## config.mk

```make
export PLATFORM = sky130hd
export DESIGN_NAME = sfifo_bypass
export DESIGN_NICKNAME = d
export VERILOG_FILES = /design/src/rtl/sfb_pkg.sv /design/src/rtl/sfb_mem.sv /design/src/rtl/sfb_ctrl.sv /design/src/rtl/sfifo_bypass.sv
export SDC_FILE = /design/constraint.sdc
export NUM_CORES = 1
export LEC_CHECK = 0
export ABC_AREA = 1
export BUFFER_PORTS_ARGS = -buffer_cell sky130_fd_sc_hd__buf_4
export CAP_MARGIN = 10
export CORE_MARGIN = 10
export CORE_UTILIZATION = 50
export CTS_CLUSTER_SIZE = 8
export DETAILED_ROUTE_END_ITERATION = 12
export PLACE_DENSITY = 0.67
export SLEW_MARGIN = 20
export SYNTH_ARGS = -nofsm -noshare
export SYNTH_HDL_FRONTEND = slang
export SYNTH_HIERARCHICAL = 1
export SYNTH_SLANG_ARGS = --single-unit
```

## constraint.sdc

```tcl
create_clock -name clk -period 2.9 [get_ports clk]
set_input_delay 0.145 -clock clk [delete_from_list [all_inputs] [get_ports clk]]
set_output_delay 0.145 -clock clk [all_outputs]
set_load 0.03 [all_outputs]
```

## src/rtl/sfb_pkg.sv

```systemverilog
package sfb_pkg;

  typedef enum logic [1:0] {
    OP_HOLD = 2'd0,
    OP_PUSH = 2'd1,
    OP_POP  = 2'd2
  } sfb_op_e;

  function automatic bit is_pow2(input int n);
    return (n >= 2) && ((n & (n - 1)) == 0);
  endfunction

endpackage

```

## src/rtl/sfb_mem.sv

```systemverilog
module sfb_mem #(
  parameter int DW    = 8,
  parameter int DEPTH = 16,
  parameter int AW    = $clog2(DEPTH)
) (
  input  logic          clk,
  input  logic          we,
  input  logic [AW-1:0] waddr,
  input  logic [DW-1:0] wdata,
  input  logic [AW-1:0] raddr,
  output logic [DW-1:0] rdata
);

  logic [DW-1:0] ram [DEPTH];

  // write port only, no reset, so the array maps onto RAM resources
  always_ff @(posedge clk) begin
    if (we) begin
      ram[waddr] <= wdata;
    end
  end

  assign rdata = ram[raddr];

endmodule

```

## src/rtl/sfb_ctrl.sv

```systemverilog
module sfb_ctrl
  import sfb_pkg::*;
#(
  parameter int DEPTH     = 16,
  parameter int AW        = $clog2(DEPTH),
  parameter int CW        = AW + 1,
  parameter bit EN_ALMOST = 1'b1,
  parameter int AF_TH     = DEPTH - 2,
  parameter int AE_TH     = 2
) (
  input  logic          clk,
  input  logic          rst,
  input  logic          wr_en,
  input  logic          rd_en,
  output logic          wr_acc,
  output logic          bypass,
  output logic [AW-1:0] wr_ptr,
  output logic [AW-1:0] rd_ptr,
  output logic          full,
  output logic          empty,
  output logic          almost_full,
  output logic          almost_empty
);

  logic          rd_acc;
  logic [CW-1:0] cnt;
  logic [CW-1:0] cnt_nxt;
  sfb_op_e       op;

  always_comb begin
    wr_acc = wr_en & ~full;
    // equal pointers without full means an empty queue
    bypass = rd_en & wr_acc & (rd_ptr == wr_ptr);
    rd_acc = rd_en & (~empty | bypass);
  end

  always_comb begin
    if (wr_acc && !rd_acc) begin
      op = OP_PUSH;
    end else if (rd_acc && !wr_acc) begin
      op = OP_POP;
    end else begin
      op = OP_HOLD;
    end
  end

  always_comb begin
    case (op)
      OP_PUSH: cnt_nxt = cnt + CW'(1);
      OP_POP:  cnt_nxt = cnt - CW'(1);
      default: cnt_nxt = cnt;
    endcase
  end

  always_ff @(posedge clk) begin
    if (rst) begin
      wr_ptr <= '0;
      rd_ptr <= '0;
      cnt    <= '0;
      empty  <= 1'b1;
      full   <= 1'b0;
    end else begin
      if (wr_acc) begin
        wr_ptr <= wr_ptr + AW'(1);
      end
      if (rd_acc) begin
        rd_ptr <= rd_ptr + AW'(1);
      end
      cnt   <= cnt_nxt;
      empty <= (cnt_nxt == '0);
      full  <= (cnt_nxt == CW'(DEPTH));
    end
  end

  generate
    if (EN_ALMOST) begin : g_almost
      always_ff @(posedge clk) begin
        if (rst) begin
          almost_full  <= 1'b0;
          almost_empty <= 1'b1;
        end else begin
          almost_full  <= (cnt_nxt >= CW'(AF_TH));
          almost_empty <= (cnt_nxt <= CW'(AE_TH));
        end
      end
    end else begin : g_no_almost
      always_ff @(posedge clk) begin
        almost_full  <= 1'b0;
        almost_empty <= 1'b0;
      end
    end
  endgenerate

endmodule

```

## src/rtl/sfifo_bypass.sv

```systemverilog
module sfifo_bypass
  import sfb_pkg::*;
#(
  parameter int DW        = 8,
  parameter int DEPTH     = 16,
  parameter bit REG_OUT   = 1'b0,
  parameter bit EN_ALMOST = 1'b1,
  parameter int AF_TH     = DEPTH - 2,
  parameter int AE_TH     = 2
) (
  input  logic          clk,
  input  logic          rst,
  input  logic          wr_en,
  input  logic [DW-1:0] wr_data,
  output logic          full,
  output logic          almost_full,
  input  logic          rd_en,
  output logic [DW-1:0] rd_data,
  output logic          empty,
  output logic          almost_empty
);

  localparam int AW = $clog2(DEPTH);
  localparam int CW = AW + 1;

  generate
    if (!is_pow2(DEPTH)) begin : g_bad_depth
      $error("sfifo_bypass: DEPTH must be a power of two, at least 2");
    end
  endgenerate

  logic          wr_acc;
  logic          bypass;
  logic [AW-1:0] wr_ptr;
  logic [AW-1:0] rd_ptr;
  logic [DW-1:0] mem_q;
  logic [DW-1:0] head_word;

  sfb_ctrl #(
    .DEPTH(DEPTH), .AW(AW), .CW(CW), .EN_ALMOST(EN_ALMOST),
    .AF_TH(AF_TH), .AE_TH(AE_TH)
  ) u_ctrl (
    .clk(clk), .rst(rst), .wr_en(wr_en), .rd_en(rd_en),
    .wr_acc(wr_acc), .bypass(bypass), .wr_ptr(wr_ptr), .rd_ptr(rd_ptr),
    .full(full), .empty(empty),
    .almost_full(almost_full), .almost_empty(almost_empty)
  );

  sfb_mem #(.DW(DW), .DEPTH(DEPTH), .AW(AW)) u_mem (
    .clk(clk), .we(wr_acc), .waddr(wr_ptr), .wdata(wr_data),
    .raddr(rd_ptr), .rdata(mem_q)
  );

  assign head_word = bypass ? wr_data : mem_q;

  generate
    if (REG_OUT) begin : g_reg_out
      logic          cap_en;
      logic [DW-1:0] rd_q;
      assign cap_en = rd_en & (~empty | bypass);
      always_ff @(posedge clk) begin
        if (cap_en) begin
          rd_q <= head_word;
        end
      end
      assign rd_data = rd_q;
    end else begin : g_comb_out
      assign rd_data = head_word;
    end
  endgenerate

endmodule

```

# Word level (Yosys, flattened, before mapping)
# Memory sizes are Yosys's and may differ from the RTL's. A register that Yosys moved wholly into a read port is not among the register bits.
# Index checks and enable logic that the tools add are counted.
dict set report classes {
  add_sub_neg 4
  n_lt_le_gt_ge 2
  n_eq_ne 4
  muxes 8
  n_bitwise 7
  reduce_logical 5
}
# cell n
set ops {}
lappend ops {{one-hot mux 5 bit (2 select lines)} 1}
lappend ops {{adder 4 x 1 -> 4 bit, second input constant} 2}
lappend ops {{2-to-1 mux 4 bit} 2}
lappend ops {{2-to-1 mux 8 bit} 1}
lappend ops {{adder 5 x 1 -> 5 bit, second input constant} 1}
lappend ops {{equality test 5 bit, second input constant} 1}
lappend ops {{greater-or-equal comparator 5 x 4 -> 1 bit, second input constant} 1}
lappend ops {{<= comparator 5 x 2 -> 1 bit, second input constant} 1}
lappend ops {{logical NOT 5 bit} 1}
lappend ops {{subtractor 5 x 1 -> 5 bit, second input constant} 1}
lappend ops {{bitwise AND 1 bit} 4}
lappend ops {{equality test 4 bit} 1}
lappend ops {{2-to-1 mux 2 bit} 2}
lappend ops {{equality test 2 x 1 -> 1 bit, second input constant} 1}
lappend ops {{equality test 2 bit, second input constant} 1}
lappend ops {{logical AND 1 bit} 2}
lappend ops {{logical NOT 1 bit} 2}
lappend ops {{2-to-1 mux 1 bit} 2}
lappend ops {{inverter 1 bit} 2}
lappend ops {{bitwise OR 1 bit} 1}
dict set report word_totals {
  register_bits 17
  ramBits 128
  in_bits 12
  word_cells 38
  mem_count 1
}
# name depth width rd rd_clocked_by_memory_dff write_ports line
set mem_list {}
lappend mem_list {u_mem.ram 16 8 1 1 1 sfb_mem.sv:14} ;# logic [DW-1:0] ram [DEPTH];

# Depth between registers and ports, before layout
# Gate-level depths: netlist (run 1).
dict set report logic_depth {
  word_depth 12
  depth_mapped 20
}

# Hierarchy
# Netlist (run 1), hierarchy kept.
# module instances cells_per_inst area_per_inst_um2 seq_area_each_um2
set by_module_without_submodules {}
lappend by_module_without_submodules {sfb_mem 1 543 5606.6 3843.7}
lappend by_module_without_submodules {sfb_ctrl 1 134 948.4 340.3}
lappend by_module_without_submodules {sfifo_bypass 1 26 105.1 0.0}

# Least setup slack after synthesis (run 1)
# Ideal clock, no wire load.
dict set report synth_timing {
  path_type {reg2reg}
  startpoint {register u_ctrl.full}
  endpoint {register u_ctrl.almost_full}
  arrival_time_ns 2.203
  t_required_ns 2.781
  slack_ns 0.578
  path_stages_with_launch 20
  path_buffers 0
  synth_period_minus_slack_ns 2.322
  cell_sequence {dfxtp_1 inv_1 nand3_1 nor2_1 nand3_2 nand2_4 nand2_2 clkinv_2 ha_1 fa_1 nand2_1 nand2_1 nand2_1 nand2_1 nand2_1 nand2_1 nand2_1 nand2_1 nand2_1 o21ai_1}
}
dict set report synth_via {
  elab_chain_cells 12
}
# element line
set synth_rtl {}
lappend synth_rtl {{start, declared} sfb_ctrl.sv:19} ;# output logic full,
lappend synth_rtl {{start signal, assigned} sfb_ctrl.sv:71} ;# full <= (cnt_nxt == CW'(DEPTH));
lappend synth_rtl {{inverter 1 bit (*)} sfb_ctrl.sv:31} ;# wr_acc = wr_en & ~full;
lappend synth_rtl {{bitwise AND 1 bit (*)} sfb_ctrl.sv:31}
lappend synth_rtl {{bitwise AND 1 bit (2 in a row)} sfb_ctrl.sv:33} ;# bypass = rd_en & wr_acc & (rd_ptr == wr_ptr);
lappend synth_rtl {{bitwise OR 1 bit} sfb_ctrl.sv:34} ;# rd_acc = rd_en & (~empty | bypass);
lappend synth_rtl {{bitwise AND 1 bit} sfb_ctrl.sv:34}
lappend synth_rtl {{logical AND 1 bit or logical NOT 1 bit (tied branches)} {sfb_ctrl.sv:40, sfb_ctrl.sv:38}}
lappend synth_rtl {{2-to-1 mux 2 bit or logical AND 1 bit (tied branches)} {sfb_ctrl.sv:40, sfb_ctrl.sv:38}}
lappend synth_rtl {{2-to-1 mux 2 bit (*)} sfb_ctrl.sv:38} ;# if (wr_acc && !rd_acc) begin
lappend synth_rtl {{equality test 2 bit or equality test 2 x 1 -> 1 bit (tied branches)} sfb_ctrl.sv:48} ;# case (op)
lappend synth_rtl {{one-hot mux 5 bit (2 select lines) (*)} sfb_ctrl.sv:48}
lappend synth_rtl {{greater-or-equal comparator 5 x 4 -> 1 bit (*)} sfb_ctrl.sv:82} ;# almost_full <= (cnt_nxt >= CW'(AF_TH));
lappend synth_rtl {{end signal, assigned} sfb_ctrl.sv:82}
lappend synth_rtl {{end, declared} sfb_ctrl.sv:21} ;# output logic almost_full,
# Every way passes the cells marked *; elsewhere a longest branch is shown, timed or not.
# A chain may end at the register's enable or synchronous reset.

# Final worst setup path (run 1)
dict set report layout_timing {
  startpoint {register u_ctrl.wr_ptr[0]}
  endpoint {register u_ctrl.empty}
}
dict set report layout_via {
  elab_chain_cells 10
}
# element line
set layout_rtl {}
lappend layout_rtl {{start, declared} sfb_ctrl.sv:17} ;# output logic [AW-1:0] wr_ptr,
lappend layout_rtl {{start signal, assigned} sfb_ctrl.sv:64} ;# wr_ptr <= wr_ptr + AW'(1);
lappend layout_rtl {{equality test 4 bit (*)} sfb_ctrl.sv:33}
lappend layout_rtl {{bitwise AND 1 bit (*)} sfb_ctrl.sv:33}
lappend layout_rtl {{bitwise OR 1 bit (*)} sfb_ctrl.sv:34}
lappend layout_rtl {{bitwise AND 1 bit (*)} sfb_ctrl.sv:34}
lappend layout_rtl {{logical AND 1 bit or logical NOT 1 bit (tied branches)} {sfb_ctrl.sv:40, sfb_ctrl.sv:38}}
lappend layout_rtl {{2-to-1 mux 2 bit or logical AND 1 bit (tied branches)} {sfb_ctrl.sv:40, sfb_ctrl.sv:38}}
lappend layout_rtl {{2-to-1 mux 2 bit (*)} sfb_ctrl.sv:38}
lappend layout_rtl {{equality test 2 bit or equality test 2 x 1 -> 1 bit (tied branches)} sfb_ctrl.sv:48}
lappend layout_rtl {{one-hot mux 5 bit (2 select lines) (*)} sfb_ctrl.sv:48}
lappend layout_rtl {{logical NOT 5 bit (*)} sfb_ctrl.sv:70} ;# empty <= (cnt_nxt == '0);
lappend layout_rtl {{end signal, assigned} sfb_ctrl.sv:70}
lappend layout_rtl {{end, declared} sfb_ctrl.sv:20} ;# output logic empty,
# Marks and branches as above.

==> reports/qor.yml, run 1 <==
global_routing:
  grt_pass1_vias: 4509
  antenna_found_initial: 0
  grt_pass1_wl_um: 23690
  grtUsageTotal_pct: 16.88
  grt_max_degree: 70
  grt.overflow.total: 0
worst_hold_path:
  hp-class: "input pin to flop"
logic_synthesis:
  syn_nets: 722
  seq_area_frac_synth_pct: 62.82
  synth_warnings: 6
  synthCells: 703
  synth_seq_cells: 145
  synth_area_per_cell_um2: 9.474
  synth_edf_count: 128
  ys_types: 28
  synthFlopType: "edfxtp_1"
  syn_area_mm2: 0.006660
  ys_async_sr_fraction_pct: 0
clocking:
  cts_made_buffers: 17
  post_cts_buffers: 0
  clk_pin_slew_ns: 0.06
  cts_tree: "done"
  cts_max_level: 4
  clockRootBuffer: "clkbuf_16"
  clock_latency_ns: 0.42
  cts_buffer_depth: 2
  cts.sinks: 145
route:
  drt_iter0_markers: 389
  vias: 4721
  wl_um: 14910
  dr.pass1.iters: 5
  drc: 0
  routed_via_density: 5.171
  wire_per_inst_um: 16.33
  antenna_left: 0
sta:
  fmax_ghz: 0.3798
  finalCriticalPeriod_ns: 2.633
  slew_viol_final: 0
  rsz0062_at_grt: "false"
  slew_headroom_pct: 38.49
  finalHoldViolations: 0
  tightest_slew_ns: 0.9193
  finalSetupViolCount: 0
  finalCritPeriodShare_pct: 90.79
  setup_tns_ns: 0
  skew_ns: 0.005122
setup_path:
  end_kind: "flop"
  worstPathArrival_ns: 2.98
  crit_path_max_fanout: 7
  crit_required_ns: 3.25
  path_cells: "inv_1 > nand2_1 > nand2_1 > nor2_1 > nand3_2 > nand2_4 > nand2_2 > clkinv_2 > ha_1 > fa_1 > a21boi_1 > nand2_1 > nor2_1 > nand3_1 > o21ai_1"
  slowest_delay_ns: 0.47
  path_class: "flop to flop"
  start_kind: "flop"
  crit_top_cell: "nand2_1"
  slowest_stage: "fa_1"
placed_design:
  hpwlAfterDp_um: 9340
  gp_congestion: 0.8585
  port_buffers: 23
  dp_cells: 881
power:
  powerDensity_mw_per_mm2: 756.7
  ir_worst_vdd_mv: 0.4504
  p_leak_uw: 0.003242
layout:
  final_cells: 913
  fillers: 1169
  areaGrowthSynthToFinish_pct: 11.69
  fin_nets: 744
  n_antenna_cell: 0
  layout-drive-gt1-share_pct: 9.227
flow_run:
  timing.max_cap.violations: 0
die:
  die_w_um: 135.4
  ios: 24
  num_rows: 42
  core-area_mm2: 0.01314
  start_util_pct: 50.70
  die-area_mm2: 0.01834
  die_h_um: 135.4
run_status:
  status: "complete, no violations"
cell usage in the layout (no fill, tap or decap), drive strengths merged:
cell	netlist	layout
nand2	235	235
edfxtp	128	128
inv	120	120
nand3	109	109
nor2	34	34
buf	26	29
clkbuf	1	22
dfxtp	17	17
a21oi	8	8
clkinv	1	8
ha	6	6
o21ai	4	4
xor2	4	4
nand3b	4	4
bufinv	0	1
clkinvlp	0	1
dlygate4sd3	0	1
xnor2	1	1
nor4	1	1
nor3	1	1
a21boi	1	1
and2	1	1
fa	1	1
cells in the mapped netlist, types with 4 or more instances:
cell type / n / area, µm²
nand2_1: 233 / 874.6
edfxtp_1: 128 / 3844
inv_1: 112 / 420.4
nand3_1: 108 / 540.5
nor2_1: 30 / 112.6
dfxtp_1: 17 / 340.3
buf_2: 14 / 70.07
a21oi_1: 8 / 40.04
inv_2: 8 / 30.03
buf_6: 7 / 78.83
ha_1: 6 / 75.07
buf_4: 4 / 30.03
nand3b_1: 4 / 30.03
nor2_2: 4 / 25.02
o21ai_1: 4 / 20.02
xor2_1: 4 / 35.03
timing repair:
action                                 4_1_cts  5_1_grt
setup endpoints to repair                    0        4
endpoints found under the hold margin        7        0
resized for setup                            0        1
hold buffers                                 1        0
metal layers:
| metal | wire length [µm] | GRT usage [%] |
|---|---|---|
| met5 | 0 | 0 |
| met4 | 204 | 6.878 |
| met3 | 993 | 3.895 |
| met2 | 7283 | 27.84 |
| met1 | 6426 | 20.95 |
flip-flops by register name (all words and copies together) (netlist names):
name / cells
u_mem/ram: 128
u_ctrl/cnt: 5
u_ctrl/rd_ptr: 4
u_ctrl/wr_ptr: 4
u_ctrl/almost_empty: 1
u_ctrl/almost_full: 1
u_ctrl/empty: 1
u_ctrl/full: 1
final cells by class:
cell class              instances  area, µm²  share of cell area, %
inverters                     121      455.4                  6.123
flip-flops and latches        145       4185                  56.27
clock buffers                  22      444.2                  5.971
multi-input cells             410       1834                  24.66
well taps                     176      220.2                  2.960
clock inverters                 9      67.56                 0.9083
repair buffers                 30      231.5                  3.112
stage by stage:
| step | hold WS (ns) | area (µm²) | power [µW] | utilization [%] | setup slack [ns] |
|---|---|---|---|---|---|
| 3_5_place_dp | 0.4012 | 6913 | 3743 | 52.62 | 0.3294 |
| 5_1_grt | 0.04754 | 7438 | 5912 | 56.62 | 0.01408 |
| 4_1_cts | 0.03377 | 7435 | 5664 | 56.59 | 0.1198 |
| 2_1_floorplan | 0.2439 | 6660 | 3400 | - | 0.5782 |
| 3_3_place_gp | 0.3953 | 6913 | 3724 | 52.62 | 0.4779 |
| 6_report | 0.05582 | 7438 | 5628 | 56.62 | 0.2671 |
path summary, 6_finish.rpt:
path                                                     from                            end  slack [ns]  depth (start not counted)
worst max-delay path            u_ctrl/wr_ptr[0]$_SDFFE_PP0N_        u_ctrl/empty$_SDFF_PP1_        0.27                         15
worst min-delay path                                    rd_en  u_ctrl/rd_ptr[2]$_SDFFE_PP0N_        0.06                          3
worst max register to register  u_ctrl/wr_ptr[0]$_SDFFE_PP0N_        u_ctrl/empty$_SDFF_PP1_        0.27                         15
worst min register to register       u_ctrl/cnt[2]$_SDFF_PP0_       u_ctrl/cnt[2]$_SDFF_PP0_        0.52                          2
critical path: cells and delay by family (launching register included):
| family | cells | cell delay, ns |
|---|---|---|
| flops | 1 | 0.44 |
| fa+ha+maj | 2 | 0.75 |
| buf+inv | 2 | 0.17 |
| compound gates | 2 | 0.37 |
| simple gates | 9 | 0.84 |
cells by family (layout without fill, tap and decap cells):
family,after synthesis,in the layout,synth area share [%]
compound gates,13,13,1.015
xor+xnor,5,5,0.6575
fa+ha+maj,7,7,1.428
buf+inv,148,182,9.637
flops,145,145,62.82
simple gates,385,385,24.44
power breakdown:
group	leakage [µW]	switching [µW]	total [µW]	internal, µW
Clock	0.000248	766	1920	1150
Combinational	0.00170	887	1300	412
Sequential	0.00130	53.7	2410	2350
No activity file was read; power rests on OpenSTA's default activity.
==> run 2, diff against run 1 <==
==> constraint.sdc (replaced) <==
create_clock -name clk -period 2.9 [get_ports clk]
set_input_delay 0.435 -clock clk [delete_from_list [all_inputs] [get_ports clk]]
set_output_delay 0.435 -clock clk [all_outputs]
set_load 0.03 [all_outputs]
==> run 2 against run 1 <==
Compared with the run above: wire length fell by 1.8%; first-iteration DRC count rose by 25%; global-route usage fell by 0.42 points; largest cell class unchanged; largest power group unchanged.
==> reports/qor.yml, run 2 (synthesis results as in run 1) <==
power:
  powerDensity_mw_per_mm2: 756.7  # about the same
  power_uw: 5645  # was 5628 µW
  p_leak_uw: 0.003257  # was 0.003242 µW
  ir_worst_vdd_mv: 0.4501  # was 0.4504 mV
setup_path:
  path_cells: "buf_6 > inv_4 > nand3_1 > nand3_1 > nand3_1 > nand2_1 > nand2_1 > nand2_1 > buf_4"  # was inv_1 > nand2_1 > nand2_1 > nor2_1 > nand3_2 > nand2_4 > nand2_2 > clkinv_2 > ha_1 > fa_1 > a21boi_1 > nand2_1 > nor2_1 > nand3_1 > o21ai_1
  r2r-end: "u_ctrl/empty$_SDFF_PP1_"  # unchanged
  path_class: "flop to output port"  # was flop to flop
  crit_path_max_fanout: 34  # was 7
  worstPathArrival_ns: 2.21  # was 2.98 ns
  slowest_delay_ns: 0.42  # was 0.47 ns
  end_kind: "output port"  # was flop
  start_kind: "flop"  # unchanged
  slowest_stage: "dfxtp_1"  # was fa_1
  reg2reg_slack_ns: 0.32  # was 0.27 ns
  worstRegToRegCells: 15  # unchanged
  crit_required_ns: 2.47  # was 3.25 ns
  r2r-start: "u_ctrl/wr_ptr[0]$_SDFFE_PP0N_"  # unchanged
global_routing:
  grt_pass1_wl_um: 22950  # was 23690 µm
  grt_pass1_vias: 4310  # was 4509
  grt.overflow.total: 0  # unchanged
  grt_max_degree: 66  # was 70
  grtUsageTotal_pct: 16.46  # was 16.88%
  antenna_found_initial: 0  # unchanged
clocking:
  clockRootBuffer: "clkbuf_16"  # unchanged
  cts_made_buffers: 17  # unchanged
  hold_buffers: 0  # was 1
  cts_buffer_depth: 2  # unchanged
  post_cts_buffers: 0  # unchanged
  cts_tree: "done"  # unchanged
  clk_pin_slew_ns: 0.05  # was 0.06 ns
  cts.sinks: 145  # unchanged
  cts_max_level: 4  # unchanged
  clock_latency_ns: 0.42  # about the same
sta:
  finalHoldViolations: 0  # unchanged
  fin_hold_ws_ns: 0.2616  # was 0.05582 ns
  slew_headroom_pct: 41.94  # was 38.49%
  finalCriticalPeriod_ns: 2.650  # was 2.633 ns
  slew_viol_final: 0  # unchanged
  finalCritPeriodShare_pct: 91.38  # was 90.79%
  setup_tns_ns: 0  # unchanged
  fmax_ghz: 0.3774  # was 0.3798 GHz
  finalSetupViolCount: 0  # unchanged
  skew_ns: 0.005967  # was 0.005122 ns
  rsz0062_at_grt: "false"  # unchanged
  tightest_slew_ns: 0.8678  # was 0.9193 ns
route:
  wire_per_inst_um: 16.04  # was 16.33 µm
  wl_um: 14630  # was 14910 µm
  routed_via_density: 5.059  # was 5.171
  drc: 0  # unchanged
  dr.pass1.iters: 5  # unchanged
  drt_iter0_markers: 488  # was 389
  antenna_left: 0  # unchanged
  vias: 4614  # was 4721
worst_hold_path:
  hold_depth: 2  # was 3
  min_from: "rst"  # was rd_en
  hp-class: "input pin to flop"  # unchanged
  whs_endpoint: "u_ctrl/rd_ptr[2]$_SDFFE_PP0N_"  # unchanged
layout:
  fillers: 1172  # was 1169
  largest_reg_flops: 128  # unchanged
  final_cell_mix: "nand2_1 (233), edfxtp_1 (128), inv_1 (112)"  # unchanged
  layout-drive-gt1-share_pct: 9.783  # was 9.227%
  fin_util_pct: 56.78  # was 56.62%
  final_common_cell: "nand2_1"  # unchanged
  reg_top3: "u_mem/ram: 128 flops, u_ctrl/cnt: 5 flops"  # unchanged
  n_antenna_cell: 0  # unchanged
  fin_nets: 742  # was 744
  design_area_mm2: 0.007460  # was 0.007438 mm²
  areaGrowthSynthToFinish_pct: 12.00  # was 11.69%
  largest-register: "u_mem/ram"  # unchanged
placed_design:
  gp_congestion: 0.8843  # was 0.8585
  hpwlAfterDp_um: 9159  # was 9340 µm
  port_buffers: 23  # unchanged
  place_area_mm2: 0.006918  # was 0.006913 mm²
die:
  num_rows: 42  # unchanged
  ios: 24  # unchanged
  die-area_mm2: 0.01834  # unchanged
  core-area_mm2: 0.01314  # unchanged
  start_util_pct: 50.70  # unchanged
  die_h_um: 135.4  # unchanged
  die_w_um: 135.4  # unchanged
run_status:
  status: "complete, no violations"  # unchanged
flow_run:
  timing.max_cap.violations: 0  # unchanged
==> run 2: changes by cell type in the layout (fill, tap and decap cells not counted), sizes merged <==
cell,before,now
bufinv,1,0
clkinv,8,6
buf,29,28
dlygate4sd3,1,0
clkbuf,22,26
==> run 2: repair_timing <==
action	CTS	global route
setup endpoints to repair	4	5
hold endpoints to repair	0	0
gates resized for setup	1	2
==> run 2: stage by stage <==
stage | setup slack, ns | cells
after floorplan | 0.5782 | 703
after global placement | 0.4012 | 880
after detailed placement | 0.3445 | 880
after CTS | 0.1184 | 912
after global routing | 0.04743 | 912
final | 0.2501 | 912
==> run 2: per-layer routing <==
layer,track usage [%],share of wire [%],vias to the layer above
met4,7.416,2.9,0
li1,-,-,2287
met5,0,0,-
met3,4.711,7.7,37
met2,25.50,47,173
met1,20.99,43,2117
==> run 2: cell type report <==
type	instances	area, µm²	area share (%)
flip-flops and latches	145	4185	56.11
multi-input cells	410	1834	24.59
clock buffers	26	499.2	6.692
repair buffers	28	230.2	3.086
well taps	176	220.2	2.952
inverters	121	457.9	6.139
clock inverters	6	32.53	0.4361
==> run 2: worst max-delay path by stage <==
stage                                              from                             to  slack [ns]
after floorplan                  u_ctrl/full$_SDFF_PP0_  u_ctrl/almost_full$_SDFF_PP0_        0.58
after global placement                            rd_en        u_ctrl/empty$_SDFF_PP1_        0.40
after detailed placement                          rd_en        u_ctrl/empty$_SDFF_PP1_        0.34
after CTS                 u_ctrl/rd_ptr[1]$_SDFFE_PP0N_                     rd_data[1]        0.12
after global routing      u_ctrl/wr_ptr[0]$_SDFFE_PP0N_         u_ctrl/full$_SDFF_PP0_        0.05
final                     u_ctrl/rd_ptr[1]$_SDFFE_PP0N_                     rd_data[6]        0.25
==> run 2: critical path: cells and delay by family, from the launching register on <==
| kind | cells | cell delay [ns] |
|---|---|---|
| buffers and inverters | 3 | 0.72 |
| and+or+nand+nor | 6 | 0.64 |
| DFF | 1 | 0.42 |
==> run 2: power by group <==
group	internal, µW	switching [µW]
registers	2350	61.0
logic	417	872
clock network	1180	766
==> run 3, diff against run 2 <==
BUFFER_PORTS_ARGS = -buffer_cell sky130_fd_sc_hd__buf_2   (was -buffer_cell sky130_fd_sc_hd__buf_4)
==> run 3 against run 2 <==
Compared with the run above: first-iteration DRC count grew 7.8%; critical path depth increased by 3; setup slack worse by 0.064 ns; utilization shrank 0.26 points; wire length rose by 1.4%; fmax decreased by 2.3%; sequential share of layout area increased by 0.26 points; final cell count increased by 0.77%; clock-buffer cell count down 7.
==> reports/qor.yml, run 3 (synthesis results as in run 1) <==
worst_hold_path:
  hp-class: "input pin to flop"  # unchanged
  min_from: "rst"  # unchanged
  whs_endpoint: "u_ctrl/rd_ptr[3]$_SDFFE_PP0N_"  # was u_ctrl/rd_ptr[2]$_SDFFE_PP0N_
  hold_depth: 2  # unchanged
sta:
  slew_headroom_pct: 42.91  # was 41.94%
  finalSetupViolCount: 0  # unchanged
  fmax_ghz: 0.3685  # was 0.3774 GHz
  setup_tns_ns: 0  # unchanged
  finalCritPeriodShare_pct: 93.57  # was 91.38%
  rsz0062_at_grt: "false"  # unchanged
  slew_viol_final: 0  # unchanged
  finalHoldViolations: 0  # unchanged
  skew_ns: 0.004863  # was 0.005967 ns
  finalCriticalPeriod_ns: 2.714  # was 2.650 ns
  fin_hold_ws_ns: 0.3140  # was 0.2616 ns
  tightest_slew_ns: 0.8532  # was 0.8678 ns
die:
  die_h_um: 135.4  # unchanged
  start_util_pct: 50.70  # unchanged
  core-area_mm2: 0.01314  # unchanged
  die-area_mm2: 0.01834  # unchanged
  die_w_um: 135.4  # unchanged
  num_rows: 42  # unchanged
  ios: 24  # unchanged
route:
  dr.pass1.iters: 5  # unchanged
  drc: 0  # unchanged
  routed_via_density: 5.110  # was 5.059
  antenna_left: 0  # unchanged
  wl_um: 14830  # was 14630 µm
  vias: 4696  # was 4614
  wire_per_inst_um: 16.14  # was 16.04 µm
  drt_iter0_markers: 526  # was 488
global_routing:
  grt.overflow.total: 0  # unchanged
  busiest_layer: "met2"  # unchanged
  gr-usage-met3_pct: 4.785  # was 4.711%
  grt_pass1_vias: 4651  # was 4310
  grt_max_degree: 42  # was 66
  antenna_found_initial: 0  # unchanged
  met2_usage_pct: 27.37  # was 25.50%
  grt_pass1_wl_um: 24090  # was 22950 µm
  grtUsageTotal_pct: 17.22  # was 16.46%
  use_met1_pct: 21.21  # was 20.99%
setup_path:
  path_class: "flop to output port"  # unchanged
  path_cells: "buf_4 > inv_2 > buf_4 > nand2_1 > nand2_1 > nand2_1 > nand3_1 > nand3_1 > nand2_1 > nand2_1 > nand2_1 > buf_2"  # was buf_6 > inv_4 > nand3_1 > nand3_1 > nand3_1 > nand2_1 > nand2_1 > nand2_1 > buf_4
  slowest_stage: "dfxtp_2"  # was dfxtp_1
  end_kind: "output port"  # unchanged
  start_kind: "flop"  # unchanged
  r2r-start: "u_ctrl/wr_ptr[0]$_SDFFE_PP0N_"  # unchanged
  crit_top_cell: "nand2_1"
  r2r-end: "u_ctrl/empty$_SDFF_PP1_"  # unchanged
  reg2reg_slack_ns: 0.35  # was 0.32 ns
  crit_path_max_fanout: 32  # was 34
  crit_required_ns: 2.47  # about the same
  worstPathArrival_ns: 2.28  # was 2.21 ns
  slowest_delay_ns: 0.33  # was 0.42 ns
  worstRegToRegCells: 15  # unchanged
clocking:
  cts_buffer_depth: 2  # unchanged
  cts_max_level: 4  # unchanged
  cts.sinks: 145  # unchanged
  clockRootBuffer: "clkbuf_16"  # unchanged
  clk_pin_slew_ns: 0.05  # about the same
  clock_latency_ns: 0.41  # was 0.42 ns
  cts_tree: "done"  # unchanged
  hold_buffers: 0  # unchanged
  cts_made_buffers: 17  # unchanged
layout:
  final_common_cell: "nand2_1"  # unchanged
  layout-drive-gt1-share_pct: 10.09  # was 9.783%
  largest-register: "u_mem/ram"  # unchanged
  areaGrowthSynthToFinish_pct: 11.50  # was 12.00%
  n_antenna_cell: 0  # unchanged
  fillers: 1176  # was 1172
  final_cell_mix: "nand2_1 (233), edfxtp_1 (128), inv_1 (112)"  # unchanged
  reg_top3: "u_mem/ram: 128 flops, u_ctrl/cnt: 5 flops"  # unchanged
  fin_nets: 750  # was 742
  largest_reg_flops: 128  # unchanged
flow_run:
  timing.max_cap.violations: 0  # unchanged
run_status:
  status: "complete, no violations"  # unchanged
placed_design:
  hpwlAfterDp_um: 9407  # was 9159 µm
  gp_congestion: 0.9155  # was 0.8843
  port_buffers: 23  # unchanged
power:
  ir_worst_vdd_mv: 0.5245  # was 0.4501 mV
  p_leak_uw: 0.003260  # was 0.003257 µW
  power_uw: 5579  # was 5645 µW
  powerDensity_mw_per_mm2: 751.3  # was 756.7 mW/mm²
==> run 3: changes by cell type in the layout (fill, tap and decap cells not counted), moves of 2 or more <==
cell and change:
clkbuf_1 -3, buf_4 -13, clkinv_1 +8, clkinv_2 -2, clkbuf_8 -4, buf_2 +23
==> run 3: through the flow <==
step	util [%]	worst slack (ns)	std cells	cell area, µm²
6_report	56.52	0.1865	919	7426
5_1_grt	56.52	0.001489	919	7426
4_1_cts	56.45	0.006280	919	7416
3_5_place_dp	52.58	0.2394	888	6908
3_3_place_gp	52.58	0.3644	888	6908
2_1_floorplan	-	0.5782	703	6660
==> run 3: repair_timing <==
| item | in CTS | in global routing |
|---|---|---|
| setup buffers | 0 | 0 |
| setup endpoints to repair | 0 | 9 |
| resized for setup | 0 | 4 |
==> run 3: worst max-delay path by stage <==
stage	end	cells after the start	start	slack, ns
after floorplan	u_ctrl/almost_full$_SDFF_PP0_	19	u_ctrl/full$_SDFF_PP0_	0.58
after global placement	u_ctrl/empty$_SDFF_PP1_	14	rd_en	0.36
after detailed placement	u_ctrl/empty$_SDFF_PP1_	14	rd_en	0.24
after CTS	rd_data[1]	9	u_ctrl/rd_ptr[1]$_SDFFE_PP0N_	0.006
after global routing	rd_data[1]	12	u_ctrl/rd_ptr[0]$_SDFFE_PP0N_	0.001
final	rd_data[5]	12	u_ctrl/rd_ptr[0]$_SDFFE_PP0N_	0.19
==> run 3: layout make-up <==
cell class,instances,area (µm²),share of cell area [%]
clock inverters,12,75.07,1.011
flip-flops and latches,145,4185,56.36
clock buffers,19,432.9,5.830
repair buffers,36,216.5,2.915
multi-input cells,410,1838,24.75
well taps,176,220.2,2.965
inverters,121,457.9,6.167
==> run 3: routing by layer <==
metal,part of all wire (%),wire length [µm],vias to the layer above
li1,-,-,2312
met1,42,6286,2200
met2,47,7040,155
met3,7.4,1103,29
met4,2.7,403,0
met5,0,0,-
==> run 3: critical path, delay by kind of cell (launching register included) <==
kind / cells / cell delay (ns)
buffers and inverters: 4 / 0.80
AND/OR/NAND/NOR: 8 / 0.70
flip-flops: 1 / 0.33
==> run 3: power breakdown <==
group          total (µW)  leakage [µW]  internal [µW]  switching, µW
logic                1280       0.00171            388            895
clock network        1890      0.000250           1140            751
registers            2400       0.00130           2360           49.7
